## config.mk

```make
export PLATFORM = sky130hd
export DESIGN_NAME = primAsm
export DESIGN_NICKNAME = d
export VERILOG_FILES = /design/src/rtl/primAsmPkg.sv /design/src/rtl/primAsmCtrl.sv /design/src/rtl/primAsmData.sv /design/src/rtl/primAsm.sv
export SDC_FILE = /design/constraint.sdc
export NUM_CORES = 2
export LEC_CHECK = 0
export BUFFER_PORTS_ARGS = -buffer_cell sky130_fd_sc_hd__buf_4
export CAP_MARGIN = 20
export CORE_MARGIN = 3
export CORE_UTILIZATION = 40
export DETAILED_ROUTE_END_ITERATION = 10
export MAX_ROUTING_LAYER = met4
export PLACE_DENSITY_LB_ADDON = 0.05
export SLEW_MARGIN = 5
export SYNTH_ARGS = -nofsm -noshare
export SYNTH_HDL_FRONTEND = slang
export SYNTH_SLANG_ARGS = --single-unit
```

## constraint.sdc

```tcl
create_clock -name clk -period 8.7 [get_ports clk]
set_clock_uncertainty 0.1 [all_clocks]
set_input_delay 1.305 -clock clk [delete_from_list [all_inputs] [get_ports clk]]
set_output_delay 1.305 -clock clk [all_outputs]
set_load 0.05 [all_outputs]
```

## src/rtl/primAsmPkg.sv

```systemverilog
package primAsmPkg;

  localparam logic [2:0] CMD_POINT = 3'd0;
  localparam logic [2:0] CMD_LINE  = 3'd1;
  localparam logic [2:0] CMD_TRI   = 3'd2;
  localparam logic [2:0] CMD_QUAD  = 3'd3;
  localparam logic [2:0] CMD_STRIP = 3'd4;
  localparam logic [2:0] CMD_IDLE  = 3'd7;

  localparam logic [1:0] KIND_POINT = 2'd0;
  localparam logic [1:0] KIND_LINE  = 2'd1;
  localparam logic [1:0] KIND_TRI   = 2'd2;
  localparam logic [1:0] KIND_QUAD  = 2'd3;

  localparam int MAX_VERTS = 4;

  // strobes from control to datapath
  typedef struct packed {
    logic       vtxWrite;   // store incoming vertex at vtxSlot
    logic       stripShift; // slide the two-vertex strip window
    logic [1:0] vtxSlot;    // slot the incoming vertex occupies
    logic       emit;       // a primitive completes this cycle
    logic [1:0] emitKind;
    logic [2:0] emitCount;  // number of valid slots
    logic       doSort;     // order slots by X
  } strobeT;

endpackage

```

## src/rtl/primAsmCtrl.sv

```systemverilog
module primAsmCtrl
  import primAsmPkg::*;
#(
  parameter int LANES = 4,
  localparam int LW = (LANES > 1) ? $clog2(LANES) : 1
) (
  input  logic             clk,
  input  logic             rstN,
  input  logic             inValid,
  input  logic             inIsCmd,
  input  logic [2:0]       inCmd,
  input  logic [LANES-1:0] laneBusy,
  output logic             inReady,
  output strobeT           strb,
  output logic [LANES-1:0] loadMask,
  output logic             errDrop
);

  logic [2:0]    modeR;
  logic [1:0]    cntR;
  logic [LW-1:0] rrPtr;

  logic isStrip, isList, active, completes, emitWanted, fire, partial;
  logic [2:0] need;

  always_comb begin
    isStrip = (modeR == CMD_STRIP);
    isList  = (modeR <= CMD_QUAD);
    active  = isStrip || isList;
    case (modeR)
      CMD_POINT: need = 3'd1;
      CMD_LINE:  need = 3'd2;
      CMD_TRI:   need = 3'd3;
      default:   need = 3'd4;
    endcase
    completes  = isStrip ? (cntR >= 2'd2) : ((3'(cntR) + 3'd1) == need);
    emitWanted = inValid && !inIsCmd && active && completes;
    inReady    = !(emitWanted && laneBusy[rrPtr]);
    fire       = inValid && inReady;
    if (isList)       partial = (cntR != 2'd0);
    else if (isStrip) partial = (cntR == 2'd1) || (cntR == 2'd2);
    else              partial = 1'b0;

    strb            = '0;
    strb.emit       = fire && emitWanted;
    strb.vtxWrite   = fire && !inIsCmd && active && !completes;
    strb.stripShift = fire && !inIsCmd && isStrip && completes;
    strb.vtxSlot    = (isStrip && cntR >= 2'd2) ? 2'd2 : cntR;
    strb.emitKind   = isStrip ? KIND_TRI : modeR[1:0];
    strb.emitCount  = isStrip ? 3'd3 : need;
    strb.doSort     = isStrip || (modeR == CMD_TRI) || (modeR == CMD_QUAD);

    loadMask = '0;
    if (strb.emit) loadMask[rrPtr] = 1'b1;
  end

  always_ff @(posedge clk or negedge rstN) begin
    if (!rstN) begin
      modeR   <= CMD_IDLE;
      cntR    <= 2'd0;
      rrPtr   <= '0;
      errDrop <= 1'b0;
    end else begin
      errDrop <= 1'b0;
      if (fire && inIsCmd) begin
        modeR   <= (inCmd <= CMD_STRIP) ? inCmd : CMD_IDLE;
        cntR    <= 2'd0;
        errDrop <= partial;
      end else if (fire && active) begin
        if (isStrip)        cntR <= (cntR == 2'd3) ? 2'd3 : cntR + 2'd1;
        else if (completes) cntR <= 2'd0;
        else                cntR <= cntR + 2'd1;
      end
      if (strb.emit)
        rrPtr <= (rrPtr == LW'(LANES - 1)) ? '0 : rrPtr + LW'(1);
    end
  end

  // the drop pulse only ever follows an accepted command word
  a_r10_err_after_cmd: assert property (@(posedge clk) disable iff (!rstN)
    errDrop |-> $past(inValid && inReady && inIsCmd));

  // vertices while idle are taken and leave no trace
  a_r11_idle_ignored: assert property (@(posedge clk) disable iff (!rstN)
    (inValid && !inIsCmd && modeR == CMD_IDLE) |-> (inReady && !strb.emit && !strb.vtxWrite));

  // a completing vertex is held off while its target lane is occupied
  a_r9_stall_busy: assert property (@(posedge clk) disable iff (!rstN)
    (emitWanted && laneBusy[rrPtr]) |-> !inReady);

endmodule

```

## src/rtl/primAsmData.sv

```systemverilog
module primAsmData
  import primAsmPkg::*;
#(
  parameter int LANES = 4,
  parameter int XW    = 16,
  parameter int YW    = 16,
  localparam int VW   = XW + YW
) (
  input  logic                                 clk,
  input  logic                                 rstN,
  input  logic [VW-1:0]                        inVtx,
  input  strobeT                               strb,
  input  logic [LANES-1:0]                     loadMask,
  input  logic [LANES-1:0]                     laneReady,
  output logic [LANES-1:0]                     laneValid,
  output logic [LANES-1:0][1:0]                laneKind,
  output logic [LANES-1:0][MAX_VERTS-1:0][VW-1:0] laneVerts
);

  logic [MAX_VERTS-1:0][VW-1:0] vbR, cand, sorted, prim;
  logic [1:0] rank [MAX_VERTS];

  // candidate primitive: stored vertices plus the arriving one
  always_comb begin
    for (int i = 0; i < MAX_VERTS; i++) begin
      cand[i] = (2'(i) == strb.vtxSlot) ? inVtx : vbR[i];
      if (3'(i) >= strb.emitCount) cand[i] = '0;
    end
  end

  // stable rank sort on signed X: earlier slot wins on a tie
  always_comb begin
    for (int i = 0; i < MAX_VERTS; i++) begin
      rank[i] = 2'd0;
      for (int j = 0; j < MAX_VERTS; j++) begin
        if (j != i && 3'(j) < strb.emitCount) begin
          if (($signed(cand[j][XW-1:0]) < $signed(cand[i][XW-1:0])) ||
              ((cand[j][XW-1:0] == cand[i][XW-1:0]) && (j < i)))
            rank[i] = rank[i] + 2'd1;
        end
      end
    end
    sorted = '0;
    for (int i = 0; i < MAX_VERTS; i++)
      if (3'(i) < strb.emitCount) sorted[rank[i]] = cand[i];
    prim = strb.doSort ? sorted : cand;
  end

  always_ff @(posedge clk or negedge rstN) begin
    if (!rstN) begin
      vbR <= '0;
    end else if (strb.stripShift) begin
      vbR[0] <= vbR[1];
      vbR[1] <= inVtx;
    end else if (strb.vtxWrite) begin
      vbR[strb.vtxSlot] <= inVtx;
    end
  end

  for (genvar l = 0; l < LANES; l++) begin : g_lane
    always_ff @(posedge clk or negedge rstN) begin
      if (!rstN) begin
        laneValid[l] <= 1'b0;
        laneKind[l]  <= '0;
        laneVerts[l] <= '0;
      end else if (loadMask[l]) begin
        laneValid[l] <= 1'b1;
        laneKind[l]  <= strb.emitKind;
        laneVerts[l] <= prim;
      end else if (laneReady[l]) begin
        laneValid[l] <= 1'b0;
      end
    end

    // a waiting lane holds its contents
    a_r9_lane_hold: assert property (@(posedge clk) disable iff (!rstN)
      (laneValid[l] && !laneReady[l]) |=> (laneValid[l] && $stable(laneVerts[l]) && $stable(laneKind[l])));

    // never overwrite a primitive that has not been taken
    a_r9_no_overwrite: assert property (@(posedge clk) disable iff (!rstN)
      loadMask[l] |-> (!laneValid[l] || laneReady[l]));

    // triangles leave in ascending X
    a_r4_tri_sorted: assert property (@(posedge clk) disable iff (!rstN)
      (laneValid[l] && laneKind[l] == KIND_TRI) |->
        ($signed(laneVerts[l][0][XW-1:0]) <= $signed(laneVerts[l][1][XW-1:0]) &&
         $signed(laneVerts[l][1][XW-1:0]) <= $signed(laneVerts[l][2][XW-1:0])));

    // quadrilaterals leave in ascending X
    a_r5_quad_sorted: assert property (@(posedge clk) disable iff (!rstN)
      (laneValid[l] && laneKind[l] == KIND_QUAD) |->
        ($signed(laneVerts[l][0][XW-1:0]) <= $signed(laneVerts[l][1][XW-1:0]) &&
         $signed(laneVerts[l][1][XW-1:0]) <= $signed(laneVerts[l][2][XW-1:0]) &&
         $signed(laneVerts[l][2][XW-1:0]) <= $signed(laneVerts[l][3][XW-1:0])));
  end

  // one lane at most receives a primitive per cycle
  a_r8_single_load: assert property (@(posedge clk) disable iff (!rstN)
    $onehot0(loadMask));

endmodule

```

## src/rtl/primAsm.sv

```systemverilog
module primAsm
  import primAsmPkg::*;
#(
  parameter int LANES = 4,
  parameter int XW    = 16,
  parameter int YW    = 16,
  localparam int VW   = XW + YW
) (
  input  logic                                    clk,
  input  logic                                    rstN,
  input  logic                                    inValid,
  output logic                                    inReady,
  input  logic                                    inIsCmd,
  input  logic [2:0]                              inCmd,
  input  logic [VW-1:0]                           inVtx,
  output logic [LANES-1:0]                        laneValid,
  input  logic [LANES-1:0]                        laneReady,
  output logic [LANES-1:0][1:0]                   laneKind,
  output logic [LANES-1:0][MAX_VERTS-1:0][VW-1:0] laneVerts,
  output logic                                    errDrop
);

  strobeT           strb;
  logic [LANES-1:0] loadMask;
  logic [LANES-1:0] laneBusy;

  assign laneBusy = laneValid & ~laneReady;

  primAsmCtrl #(.LANES(LANES)) u_ctrl (
    .clk      (clk),
    .rstN     (rstN),
    .inValid  (inValid),
    .inIsCmd  (inIsCmd),
    .inCmd    (inCmd),
    .laneBusy (laneBusy),
    .inReady  (inReady),
    .strb     (strb),
    .loadMask (loadMask),
    .errDrop  (errDrop)
  );

  primAsmData #(.LANES(LANES), .XW(XW), .YW(YW)) u_data (
    .clk       (clk),
    .rstN      (rstN),
    .inVtx     (inVtx),
    .strb      (strb),
    .loadMask  (loadMask),
    .laneReady (laneReady),
    .laneValid (laneValid),
    .laneKind  (laneKind),
    .laneVerts (laneVerts)
  );

endmodule

```

==> flow_summary.yaml <==
status:
  outcome: "finished, final reports clean"
timing:
  hold_violations: 0
  fin_crit_ps: 7777
  period_share: 0.8939
  max_slew_margin: 0.2599
  setup_tns_ps: 0
  setup_viol_count_final: 0
  tightest_slew_ps: 1109
  rsz0062_at_grt: "false"
  drv_slew: 0
  max_freq_mhz: 128.6
clocking:
  clk_latency_ps: 630
  cts.reportedPaths.clkPinSlew_ps: 60
  htreeDepth: 3
  cts_tree: "yes"
  post_cts_buffers: 0
  root_buffer: "clkbuf_16"
  hold_buffers: 0
  clock_path_buffers: 3
  cts_sinks: 660
  cts_buffers: 77
  cts_resized: 0
place:
  dp_hpwl_microns: 105800
  gp_congestion: 0.9698
  port_buffers: 568
min_path:
  hp-class: "flop to flop"
  hold_depth: 2
critical_path:
  cp.depth: 22
  startpoint_type: "flop"
  critPathLaunch: "u_ctrl.modeR[2]$_DFFE_PN1P_"
  crit_arrival_ps: 8230
  cpPeakStageDelay_ps: 910
  reg2reg_from: "u_ctrl.modeR[2]$_DFFE_PN1P_"
  reg2reg_to: "u_data.laneVerts[366]$_DFFE_PN0P_"
  crit_fanout: 31
  cp-endpoint: "u_data.laneVerts[366]$_DFFE_PN0P_"
  critPathBufInv: 2
  reg2reg_slack_ps: 920
  reg2regPathDepth: 22
  critPathSlowestCell: "and2_0"
  cp.required_ps: 9160
  path_class: "flop to flop"
  crit_chain: "nor3b_1 -> a21o_1 -> and2_1 -> buf_4 -> nand2_1 -> nand2_1 -> nand2_1 -> ha_1 -> a21oi_1 -> nor2b_1 -> o21ai_0 -> nand2b_1 -> a21oi_1 -> o21ai_0 -> o21a_1 -> ha_1 -> and2_0 -> o21ai_4 -> buf_4 -> or2_2 -> a31oi_1 -> mux2_2"
  path_common_cell: "nand2_1"
  critical-path-top-delay-family: "simple AND/OR/NAND/NOR gates"
  end_kind: "flop"
job:
  maxCapViolations: 0
cells_and_area:
  n_fill_cell: 7688
  syn2layout_area_growth_pct: 24.12
  drive_gt1_frac: 0.3567
  final_nets: 3876
grt:
  grt_max_degree: 183
  grt_pass1_vias: 30357
  grt.total_usage: 0.3201
  antenna_found_initial: 4
  grt_pass1_wl_microns: 209500
  overflow: 0
drt:
  drt_iter0_markers: 2316
  finalWirelength_microns: 142800
  wl_per_cell_microns: 28.99
  viasPerCell: 6.035
  first_pass_iters: 6
  drcViolationCount: 0
  vias: 29715
  postRouteAntennaNets: 0
die:
  die-height_microns: 299.2
  io_pins: 569
  initial_core_util: 0.4077
  core_area_sq_mm: 0.08435
  num_rows: 106
  design.die.area_sq_mm: 0.08953
  die_width_microns: 299.2
logic_synthesis:
  syn-num-nets: 3382
  syn_inst: 3233
  syn_area_per_cell_sq_um: 10.64
  ys_seq_elements: 660
  async_reset_ff_frac: 1.000
  ys_seq_area_frac: 0.4803
  synth_cell_types: 77
  synth-edff-count: 0
  syn_area_sq_mm: 0.03439
  ys.warnings.count: 0
  synth-main-ff-cell: "dfrtp_1"
Yosys cell counts, types with 4 or more instances:
cell type | n | area share
o22ai_1 | 95 | 0.017
o221ai_1 | 145 | 0.037
or2_2 | 39 | 0.0071
o21ai_1 | 42 | 0.0061
buf_6 | 8 | 0.0026
and4_1 | 4 | 0.0010
or3_1 | 5 | 0.00091
buf_2 | 36 | 0.0052
nand2_1 | 296 | 0.032
a21oi_1 | 107 | 0.016
o31a_1 | 4 | 0.0010
a311oi_1 | 4 | 0.0010
nor4_1 | 6 | 0.0011
a211oi_1 | 52 | 0.011
a211o_1 | 5 | 0.0013
nor3_1 | 16 | 0.0023
nand4_1 | 21 | 0.0038
nor2b_1 | 13 | 0.0024
nor2_1 | 173 | 0.019
clkbuf_1 | 188 | 0.021
mux2i_1 | 91 | 0.026
xnor2_1 | 4 | 0.0010
o21ai_0 | 124 | 0.018
nand3_1 | 83 | 0.012
buf_1 | 29 | 0.0032
mux2_2 | 463 | 0.15
a32oi_1 | 16 | 0.0041
a31oi_1 | 133 | 0.024
dfrtp_1 | 657 | 0.48
inv_1 | 74 | 0.0081
o211ai_1 | 34 | 0.0074
nand2b_1 | 24 | 0.0044
a221oi_1 | 18 | 0.0046
o31ai_1 | 6 | 0.0013
and2_1 | 6 | 0.0011
o21a_1 | 13 | 0.0028
nand2_2 | 4 | 0.00073
a21o_1 | 19 | 0.0041
and3_1 | 10 | 0.0018
ha_1 | 106 | 0.039
metal layers:
| metal | global-route usage | part of all wire | wire (microns) | vias to the layer above |
|---|---|---|---|---|
| met5 | - | 0 | 0 | - |
| met4 | 0.1516 | 0.056 | 8028 | 0 |
| met3 | 0.04418 | 0.048 | 6894 | 344 |
| met2 | 0.5601 | 0.52 | 74020 | 1185 |
| met1 | 0.3617 | 0.38 | 53810 | 15173 |
| li1 | - | - | - | 13013 |
how the worst min path moves through the flow:
stage	start	endpoint	slack, ps
finish	u_data.laneKind[5]$_DFFE_PN0P_	u_data.laneKind[5]$_DFFE_PN0P_	390
global route	u_data.vbR[2]$_DFFE_PN0P_	u_data.vbR[2]$_DFFE_PN0P_	410
CTS	u_data.laneKind[5]$_DFFE_PN0P_	u_data.laneKind[5]$_DFFE_PN0P_	390
detailed placement	u_data.laneKind[5]$_DFFE_PN0P_	u_data.laneKind[5]$_DFFE_PN0P_	380
global placement	u_data.laneKind[7]$_DFFE_PN0P_	u_data.laneKind[7]$_DFFE_PN0P_	370
floorplan	u_data.vbR[0]$_DFFE_PN0P_	u_data.vbR[0]$_DFFE_PN0P_	360
metrics by stage:
| step | utilization | cells | instance area (sq um) | setup WS [ps] | hold slack [ps] |
|---|---|---|---|---|---|
| after floorplan | - | 3233 | 34390 | 2261 | 362.2 |
| after global placement | 0.4742 | 4782 | 40000 | 944.9 | 368.6 |
| after detailed placement | 0.4742 | 4782 | 40000 | 933.6 | 376.3 |
| after CTS | 0.5060 | 4921 | 42680 | 1094 | 390.3 |
| after global routing | 0.5061 | 4924 | 42690 | 632.3 | 407.3 |
| final | 0.5061 | 4924 | 42690 | 923.1 | 386.9 |
cells in the final DEF (no fill, tap or decap), types with 34 or more instances in the layout:
cell,synthesis,final
a211oi_1,52,52
a21oi_1,107,107
a31oi_1,133,133
buf_4,0,675
clkbuf_16,0,78
dfrtp_1,657,657
ha_1,106,104
inv_1,74,74
mux2_2,463,463
mux2i_1,91,86
nand2_1,296,291
nand3_1,83,83
nor2_1,173,169
o211ai_1,34,34
o21ai_0,124,124
o21ai_1,42,40
o221ai_1,145,145
o22ai_1,95,95
or2_2,39,39
kinds of logic (layout without fill, tap and decap cells):
| group | Yosys count | in the layout | synth area share |
|---|---|---|---|
| and+or+nand+nor | 718 | 718 | 0.09517 |
| AOI/OAI and AO/OA | 848 | 848 | 0.1656 |
| muxes | 554 | 554 | 0.1781 |
| xor gates and xnor gates | 7 | 7 | 0.001783 |
| buffers and inverters | 339 | 893 | 0.04016 |
| adders and majority gates | 107 | 107 | 0.03885 |
| DFF | 660 | 660 | 0.4803 |
| other | 0 | 3 | 0 |
flip-flops by register name, summed over array words and instances (netlist names):
name / flops
u_ctrl.cntR: 2
u_ctrl.errDrop: 1
u_ctrl.modeR: 3
u_ctrl.rrPtr: 2
u_data.laneKind: 8
u_data.laneValid: 4
u_data.laneVerts: 512
u_data.vbR: 128
layout make-up:
| type | instances | area [sq um] | share of cell area |
|---|---|---|---|
| Multi-Input combinational cell | 2234 | 16630 | 0.3897 |
| Sequential cell | 660 | 16520 | 0.3870 |
| Timing Repair Buffer | 679 | 5142 | 0.1205 |
| Clock buffer | 113 | 2293 | 0.05373 |
| Tap cell | 1134 | 1419 | 0.03324 |
| Clock inverter | 26 | 390.4 | 0.009145 |
| Inverter | 75 | 281.5 | 0.006595 |
| Antenna cell | 3 | 7.507 | 0.0001759 |
worst min-delay path, stage by stage (launching register included):
cell,delay [ps]
dfrtp_1,350
nand2_1,50
o21ai_0,60
Power is not shown: default switching activity piles up to over one toggle a cycle in this logic, so the estimate is an artifact.
